$ cat config.mk
export PLATFORM = sky130hd
export DESIGN_NAME = trig_digitize_seq
export DESIGN_NICKNAME = d
export VERILOG_FILES = /design/src/rtl/trig_seq_pkg.sv /design/src/rtl/trig_edge_sync.sv /design/src/rtl/tick_prescaler.sv /design/src/rtl/seq_ctrl.sv /design/src/rtl/result_store.sv /design/src/rtl/trig_digitize_seq.sv
export SDC_FILE = /design/constraint.sdc
export NUM_CORES = 1
export LEC_CHECK = 0
export ABC_AREA = 1
export BUFFER_PORTS_ARGS = -buffer_cell sky130_fd_sc_hd__buf_2
export CAP_MARGIN = 0
export CORE_UTILIZATION = 54
export DETAILED_ROUTE_END_ITERATION = 12
export PLACE_DENSITY = 0.71
export SYNTH_ARGS = -nofsm -noshare
export SYNTH_HDL_FRONTEND = slang
export SYNTH_SLANG_ARGS = --single-unit
$ cat constraint.sdc
create_clock -name clk -period 3.85 [get_ports clk]
set_input_delay 0.77 -clock clk [delete_from_list [all_inputs] [get_ports clk]]
set_output_delay 0.77 -clock clk [all_outputs]
set_load 0.005 [all_outputs]
$ cat src/rtl/trig_seq_pkg.sv
package trig_seq_pkg;

    // Kinds of stored integrator value; slot = kind * channels + channel
    localparam int N_KINDS = 3;

    typedef enum logic [2:0] {
        ST_IDLE,
        ST_WAIT_HOLD,
        ST_SETTLE,
        ST_CONV_REQ,
        ST_CONV_WAIT
    } seq_state_t;

endpackage

$ cat src/rtl/trig_edge_sync.sv
module trig_edge_sync #(
    parameter int STAGES = 2
) (
    input  logic clk,
    input  logic rst_n,
    input  logic trig_i,
    output logic event_o
);
    logic [STAGES:0] sh_q;

    always_ff @(posedge clk) begin
        if (!rst_n) sh_q <= '0;
        else        sh_q <= {sh_q[STAGES-1:0], trig_i};
    end

    assign event_o = sh_q[STAGES-1] & ~sh_q[STAGES];


    one_event_chk: assert property (@(posedge clk) disable iff (!rst_n)
        event_o |=> !event_o);

endmodule

$ cat src/rtl/tick_prescaler.sv
module tick_prescaler #(
    parameter int DIV_W = 16
) (
    input  logic             clk,
    input  logic             rst_n,
    input  logic [DIV_W-1:0] div_i,
    output logic             tick_o
);
    logic [DIV_W-1:0] cnt_q;

    assign tick_o = (cnt_q >= div_i);

    always_ff @(posedge clk) begin
        if (!rst_n)      cnt_q <= '0;
        else if (tick_o) cnt_q <= '0;
        else             cnt_q <= cnt_q + 1'b1;
    end


    tick_spacing_chk: assert property (@(posedge clk) disable iff (!rst_n)
        (tick_o && div_i != '0) |=> (!tick_o || div_i == '0));

endmodule

$ cat src/rtl/seq_ctrl.sv
module seq_ctrl
    import trig_seq_pkg::*;
#(
    parameter int N_SLOT       = 15,
    parameter int SEL_W        = 4,
    parameter int CNT_W        = 11,
    parameter int EXT_TICKS    = 1600,
    parameter int SELF_TICKS   = 1500,
    parameter int SETTLE_TICKS = 10
) (
    input  logic             clk,
    input  logic             rst_n,
    input  logic             tick_i,
    input  logic             ext_ev_i,
    input  logic             self_ev_i,
    input  logic             adc_done_i,
    output logic             hold_o,
    output logic             adc_start_o,
    output logic [SEL_W-1:0] adc_sel_o,
    output logic             wr_en_o,
    output logic             scan_done_o
);
    localparam logic [SEL_W-1:0] LAST_SLOT = SEL_W'(N_SLOT - 1);
    localparam logic [CNT_W-1:0] EXT_CNT   = CNT_W'(EXT_TICKS);
    localparam logic [CNT_W-1:0] SELF_CNT  = CNT_W'(SELF_TICKS);
    localparam logic [CNT_W-1:0] SET_CNT   = CNT_W'(SETTLE_TICKS);

    seq_state_t       state_q, state_d;
    logic [CNT_W-1:0] cnt_q, cnt_d;
    logic [SEL_W-1:0] slot_q, slot_d;
    logic             lock_q, lock_d;
    logic             last_conv;

    assign last_conv = (state_q == ST_CONV_WAIT) && adc_done_i && (slot_q == LAST_SLOT);

    // Next-state logic
    always_comb begin
        state_d = state_q;
        cnt_d   = cnt_q;
        slot_d  = slot_q;
        lock_d  = lock_q;
        if (ext_ev_i) lock_d = 1'b1;
        unique case (state_q)
            ST_IDLE: begin
                if (ext_ev_i) begin
                    state_d = ST_WAIT_HOLD;
                    cnt_d   = EXT_CNT;
                end else if (self_ev_i && !lock_q) begin
                    state_d = ST_WAIT_HOLD;
                    cnt_d   = SELF_CNT;
                end
            end
            ST_WAIT_HOLD: begin
                if (tick_i) begin
                    if (cnt_q <= 1) begin
                        state_d = ST_SETTLE;
                        cnt_d   = SET_CNT;
                    end else begin
                        cnt_d = cnt_q - 1'b1;
                    end
                end
            end
            ST_SETTLE: begin
                if (tick_i) begin
                    if (cnt_q <= 1) begin
                        state_d = ST_CONV_REQ;
                        slot_d  = '0;
                    end else begin
                        cnt_d = cnt_q - 1'b1;
                    end
                end
            end
            ST_CONV_REQ: begin
                state_d = ST_CONV_WAIT;
            end
            ST_CONV_WAIT: begin
                if (adc_done_i) begin
                    if (slot_q == LAST_SLOT) begin
                        state_d = ST_IDLE;
                        lock_d  = 1'b0;
                    end else begin
                        state_d = ST_CONV_REQ;
                        slot_d  = slot_q + 1'b1;
                    end
                end
            end
            default: state_d = ST_IDLE;
        endcase
    end

    // State register
    always_ff @(posedge clk) begin
        if (!rst_n) begin
            state_q <= ST_IDLE;
            cnt_q   <= '0;
            slot_q  <= '0;
            lock_q  <= 1'b0;
        end else begin
            state_q <= state_d;
            cnt_q   <= cnt_d;
            slot_q  <= slot_d;
            lock_q  <= lock_d;
        end
    end

    // Outputs
    always_comb begin
        hold_o      = (state_q == ST_SETTLE) || (state_q == ST_CONV_REQ) || (state_q == ST_CONV_WAIT);
        adc_start_o = (state_q == ST_CONV_REQ);
        adc_sel_o   = slot_q;
        wr_en_o     = (state_q == ST_CONV_WAIT) && adc_done_i;
        scan_done_o = last_conv;
    end


    start_one_cycle_chk: assert property (@(posedge clk) disable iff (!rst_n)
        adc_start_o |=> !adc_start_o);


    start_slot_range_chk: assert property (@(posedge clk) disable iff (!rst_n)
        adc_start_o |-> (adc_sel_o <= LAST_SLOT));


    hold_after_delay_chk: assert property (@(posedge clk) disable iff (!rst_n)
        $rose(hold_o) |-> ($past(state_q) == ST_WAIT_HOLD && $past(tick_i)));


    lock_persist_chk: assert property (@(posedge clk) disable iff (!rst_n)
        (lock_q && !scan_done_o) |=> lock_q);


    ext_sets_lock_chk: assert property (@(posedge clk) disable iff (!rst_n)
        (ext_ev_i && !scan_done_o) |=> lock_q);


    no_restart_chk: assert property (@(posedge clk) disable iff (!rst_n)
        (state_q != ST_IDLE && state_q != ST_WAIT_HOLD) |=> (state_q != ST_WAIT_HOLD));

endmodule

$ cat src/rtl/result_store.sv
module result_store #(
    parameter int N_SLOT = 15,
    parameter int DW     = 16,
    parameter int AW     = 4
) (
    input  logic          clk,
    input  logic          rst_n,
    input  logic          wr_en_i,
    input  logic [AW-1:0] wr_addr_i,
    input  logic [DW-1:0] wr_data_i,
    input  logic          scan_done_i,
    input  logic          rd_en_i,
    input  logic [AW-1:0] rd_addr_i,
    output logic [DW-1:0] rd_data_o,
    output logic          rd_ready_o
);
    logic [DW-1:0]     mem_q [N_SLOT];
    logic [N_SLOT-1:0] ready_q, ready_d;
    logic              rd_valid;

    assign rd_valid = (32'(rd_addr_i) < N_SLOT);

    // Read clears, completion sets; completion wins
    always_comb begin
        ready_d = ready_q;
        if (rd_en_i && rd_valid) ready_d[rd_addr_i] = 1'b0;
        if (scan_done_i)         ready_d = '1;
    end

    always_ff @(posedge clk) begin
        if (!rst_n) begin
            for (int i = 0; i < N_SLOT; i++) mem_q[i] <= '0;
            ready_q    <= '0;
            rd_data_o  <= '0;
            rd_ready_o <= 1'b0;
        end else begin
            ready_q <= ready_d;
            if (wr_en_i) mem_q[wr_addr_i] <= wr_data_i;
            if (rd_en_i) begin
                if (rd_valid) begin
                    rd_data_o  <= mem_q[rd_addr_i];
                    rd_ready_o <= ready_q[rd_addr_i];
                end else begin
                    rd_data_o  <= '0;
                    rd_ready_o <= 1'b0;
                end
            end
        end
    end


    set_wins_chk: assert property (@(posedge clk) disable iff (!rst_n)
        scan_done_i |=> (&ready_q));


    read_clears_chk: assert property (@(posedge clk) disable iff (!rst_n)
        (rd_en_i && rd_valid && !scan_done_i) |=> !ready_q[$past(rd_addr_i)]);


    bad_addr_chk: assert property (@(posedge clk) disable iff (!rst_n)
        (rd_en_i && !rd_valid) |=> (!rd_ready_o && rd_data_o == '0));

endmodule

$ cat src/rtl/trig_digitize_seq.sv
module trig_digitize_seq
    import trig_seq_pkg::*;
#(
    parameter int N_CH            = 5,
    parameter int DATA_W          = 16,
    parameter int DIV_W           = 16,
    parameter int SYNC_STAGES     = 2,
    parameter int EXT_HOLD_TICKS  = 1600,
    parameter int SELF_HOLD_TICKS = 1500,
    parameter int SETTLE_TICKS    = 10,
    localparam int N_SLOT         = N_CH * N_KINDS,
    localparam int ADDR_W         = $clog2(N_SLOT)
) (
    input  logic              clk,
    input  logic              rst_n,
    input  logic [DIV_W-1:0]  tick_div_i,
    input  logic              ext_trig_i,
    input  logic              self_trig_i,
    output logic              hold_o,
    output logic              adc_start_o,
    output logic [ADDR_W-1:0] adc_sel_o,
    input  logic              adc_done_i,
    input  logic [DATA_W-1:0] adc_data_i,
    input  logic              rd_en_i,
    input  logic [ADDR_W-1:0] rd_addr_i,
    output logic [DATA_W-1:0] rd_data_o,
    output logic              rd_ready_o
);
    localparam int MAX_A  = (EXT_HOLD_TICKS > SELF_HOLD_TICKS) ? EXT_HOLD_TICKS : SELF_HOLD_TICKS;
    localparam int MAX_T  = (MAX_A > SETTLE_TICKS) ? MAX_A : SETTLE_TICKS;
    localparam int CNT_W  = $clog2(MAX_T + 1);

    logic       tick;
    logic [1:0] trig_raw, trig_ev;
    logic       wr_en, scan_done;

    assign trig_raw = {self_trig_i, ext_trig_i};

    for (genvar g = 0; g < 2; g++) begin : g_sync
        trig_edge_sync #(.STAGES(SYNC_STAGES)) u_sync (
            .clk     (clk),
            .rst_n   (rst_n),
            .trig_i  (trig_raw[g]),
            .event_o (trig_ev[g])
        );
    end

    tick_prescaler #(.DIV_W(DIV_W)) u_tick (
        .clk    (clk),
        .rst_n  (rst_n),
        .div_i  (tick_div_i),
        .tick_o (tick)
    );

    seq_ctrl #(
        .N_SLOT       (N_SLOT),
        .SEL_W        (ADDR_W),
        .CNT_W        (CNT_W),
        .EXT_TICKS    (EXT_HOLD_TICKS),
        .SELF_TICKS   (SELF_HOLD_TICKS),
        .SETTLE_TICKS (SETTLE_TICKS)
    ) u_ctrl (
        .clk         (clk),
        .rst_n       (rst_n),
        .tick_i      (tick),
        .ext_ev_i    (trig_ev[0]),
        .self_ev_i   (trig_ev[1]),
        .adc_done_i  (adc_done_i),
        .hold_o      (hold_o),
        .adc_start_o (adc_start_o),
        .adc_sel_o   (adc_sel_o),
        .wr_en_o     (wr_en),
        .scan_done_o (scan_done)
    );

    result_store #(.N_SLOT(N_SLOT), .DW(DATA_W), .AW(ADDR_W)) u_store (
        .clk         (clk),
        .rst_n       (rst_n),
        .wr_en_i     (wr_en),
        .wr_addr_i   (adc_sel_o),
        .wr_data_i   (adc_data_i),
        .scan_done_i (scan_done),
        .rd_en_i     (rd_en_i),
        .rd_addr_i   (rd_addr_i),
        .rd_data_o   (rd_data_o),
        .rd_ready_o  (rd_ready_o)
    );


    hold_during_start_chk: assert property (@(posedge clk) disable iff (!rst_n)
        adc_start_o |-> hold_o);

endmodule

==> flow_summary.json <==
{
  "cellLeakagePower_nw": 6.83,
  "core_region_area_um2": 26900,
  "max_cap_viol_count": 0,
  "synth_area_um2": 14800,
  "final_antenna_net_count": 0,
  "syn-instance-count": 1433,
  "post-cts-setup-buffer-count": 0,
  "numCtsBuffers": 35,
  "setup.worst_path.class": "reg2reg",
  "unrepaired_setup_endpoints_after_global_routing": "false",
  "clock_latency_ns": 0.52,
  "final-hold-violation-count": 0,
  "io-pin-count": 65,
  "gr-usage-met1": 0.348,
  "tritoncts": "done",
  "crit_path_max_fanout": 17,
  "worstHoldPathCells": 2,
  "vias": 10700,
  "multi_input_area_um2": 4800,
  "number_of_global_route_vias_before_repair": 10600,
  "post_cts_resized": 0,
  "crit_arrival_ns": 2.94,
  "synth_edf_count": 256,
  "largest_net_degree_at_the_start_of_global_routing": 73,
  "ir_drop_v": 0.000347,
  "dr.first_iter.drc_count": 1251,
  "synth.top_cells.by_count": "sky130_fd_sc_hd__nor2_1, sky130_fd_sc_hd__edfxtp_1, sky130_fd_sc_hd__nand2_1",
  "die_width_um": 167,
  "drc": 0,
  "timing.hold.worst_endpoint": "g_sync[0].u_sync.sh_q[1]",
  "area.growth.synth_to_final_pct": 10.6,
  "placement_rows": 60,
  "grt_first_pass_wirelength_mm": 58.3,
  "r2r_cells": 4,
  "worstReg2RegStart": "u_ctrl.adc_sel_o[2]",
  "most_used_dff_post_synth": "sky130_fd_sc_hd__edfxtp_1",
  "postSynthRegisterBits": 329,
  "crit_chain": "inv_1 > nor2_1 > nand3_2 > nand2_1",
  "critPathMaxStageDelay_ns": 0.83,
  "post_cts_hold_buffer_count": 0,
  "nets": 1534,
  "r2r_end": "u_store.mem_q[6][0]",
  "wl_per_cell_um": 20.5,
  "grt_usage": 0.271,
  "totalNegativeSetupSlack_ns": 0,
  "ctsHtreeMaxLevel": 2,
  "synthesis.nets": 1498,
  "gp_congestion": 0.832,
  "cts-root-buf": "sky130_fd_sc_hd__clkbuf_16",
  "clk_pin_slew_worst_paths_ns": 0.06,
  "worst_clock_skew_ns": 0.0174,
  "crit_path_end_kind": "flip-flop",
  "register_to_register_path_setup_slack_ns": 1.04,
  "seq_area_um2": 9150,
  "io_buffers": 64,
  "finish.utilization": 0.607,
  "initial_drt_pass_iterations": 5,
  "grtUsageMet3": 0.0499,
  "finalWorstPathRequiredPeriod_ns": 2.81,
  "worst_margin_slew_ns": 1.06,
  "fp.dieH_um": 167,
  "crit_path_top_delay_cell": "sky130_fd_sc_hd__nand2_1",
  "fin_crit_sh": 0.731,
  "synth.yosys.seq_area_share": 0.620,
  "ys_async_sr_fraction": 0,
  "insertedDiodeCount": 0,
  "grt-busiest-layer": "met2",
  "outcome": "finished clean",
  "required_ns": 3.97,
  "place.detailed.hpwl_mm": 23.0,
  "timing.final.max_slew_violations": 0,
  "sinks_on_clock_net": 329,
  "report.final.setup_viol": 0,
  "post_synth.cell_area_avg_um2": 10.3,
  "powerDensity_nw_per_um2": 512,
  "grt_util_met2": 0.459,
  "finalPower_mw": 8.35,
  "yosys.area.top_type": "sky130_fd_sc_hd__edfxtp_1",
  "initial_utilization": 0.549,
  "netlist-cell-type-count": 38,
  "most_frequent_cell_after_synthesis": "sky130_fd_sc_hd__nor2_1",
  "fillerInstances": 2220,
  "routed_wl_mm": 37.6,
  "maxSlewHeadroom": 0.293,
  "vias_per_cell": 5.84,
  "path_class_of_the_lowest_slack_min_delay_path": "reg2reg",
  "grt_remaining_overflow": 0,
  "synth_top_area_frac": 0.521,
  "netlist_top_cells_area": "sky130_fd_sc_hd__edfxtp_1, sky130_fd_sc_hd__dfxtp_1, sky130_fd_sc_hd__nor2_1, sky130_fd_sc_hd__a22oi_1, sky130_fd_sc_hd__nand2_1",
  "worstSetupStartpointType": "flip-flop",
  "antenna_violations_before_repair": 1,
  "fmax_mhz": 355,
  "yosys_warnings": 0,
  "final_layout_size_suffix_gt1_frac": 0.113,
  "die_area_um2": 28000,
  "hp-start": "g_sync[0].u_sync.sh_q[0]",
  "cts.path.max_buffers": 3
}
[power breakdown]
group	switching (mW)	internal [mW]
Clock	1.35	1.86
Sequential	0.0940	3.98
Combinational	0.738	0.339
Total	2.18	6.17
[worst max-delay path: cells and delay by family, from the launching register on]
kind                   cells  cell delay (ns)
buffers and inverters      1             0.12
flip-flops                 1             0.47
AND/OR/NAND/NOR            3             1.82
[worst max path at each step]
| stage | startpoint | end | slack [ns] | cells after the start |
|---|---|---|---|---|
| finish | u_ctrl.adc_sel_o[2] | u_store.mem_q[6][0] | 1.04 | 4 |
| global route | u_ctrl.adc_sel_o[2] | u_store.mem_q[6][12] | 0.87 | 4 |
| CTS | u_ctrl.adc_sel_o[2] | u_store.mem_q[6][0] | 1.0 | 4 |
| detailed placement | tick_div_i[7] | u_ctrl.cnt_q[3] | 0.98 | 17 |
| global placement | rd_addr_i[1] | u_store.ready_q[0] | 1.03 | 8 |
| floorplan | rst_n | u_store.mem_q[15][0] | 1.03 | 5 |
[routing by layer]
metal,part of all wire,vias up
li1,-,4980
met1,0.40,5110
met2,0.48,543
met3,0.090,84
met4,0.032,2
met5,0.00035,-
[state kept, by name (all words and copies together) (netlist names)]
name and cells:
u_store.mem_q 256, u_store.rd_data_o 16, u_tick.cnt_q 16, u_store.ready_q 15, u_ctrl.cnt_q 11, g_sync.u_sync.sh_q 6, u_ctrl.adc_sel_o 4, u_ctrl.state_q 3
u_ctrl.lock_q 1, u_store.rd_ready_o 1
[final cells by class]
type / count / area share
clock buffers: 46 / 0.0600
clock inverters: 16 / 0.00644
inverters: 101 / 0.0235
multi-input cells: 922 / 0.294
flip-flops and latches: 329 / 0.561
well taps: 341 / 0.0261
repair buffers: 80 / 0.0293
[through the flow]
| step | hold slack (ns) | cells | area, um^2 | setup slack, ns |
|---|---|---|---|---|
| 5_1_grt | 0.446 | 1835 | 16300 | 0.871 |
| 6_report | 0.418 | 1835 | 16300 | 1.04 |
| 4_1_cts | 0.419 | 1835 | 16300 | 0.997 |
| 3_5_place_dp | 0.406 | 1773 | 15200 | 0.979 |
| 3_3_place_gp | 0.398 | 1773 | 15200 | 1.03 |
| 2_1_floorplan | 0.390 | 1433 | 14800 | 1.03 |
[cell families (layout without fill, tap and decap cells)]
family / count (synthesis) / in the layout / share of synthesized area
AOI/OAI and AO/OA: 256 / 256 / 0.113
xor gates and xnor gates: 14 / 14 / 0.00831
adders and majority gates: 23 / 23 / 0.0195
buffers and inverters: 182 / 243 / 0.0557
DFF: 329 / 329 / 0.620
and+or+nand+nor: 629 / 629 / 0.184
[cells in the final DEF, fill, tap and decap left out, types with 19 or more instances in the layout]
cell type / count
sky130_fd_sc_hd__nand2_1: 230
sky130_fd_sc_hd__inv_1: 95
sky130_fd_sc_hd__nor2_1: 312
sky130_fd_sc_hd__edfxtp_1: 256
sky130_fd_sc_hd__buf_2: 64
sky130_fd_sc_hd__a22oi_1: 134
sky130_fd_sc_hd__nand3_1: 20
sky130_fd_sc_hd__dfxtp_1: 73
sky130_fd_sc_hd__clkbuf_16: 37
sky130_fd_sc_hd__a21oi_1: 78
sky130_fd_sc_hd__ha_1: 23
sky130_fd_sc_hd__o21ai_1: 19
No activity file was read; power rests on OpenSTA's default activity.
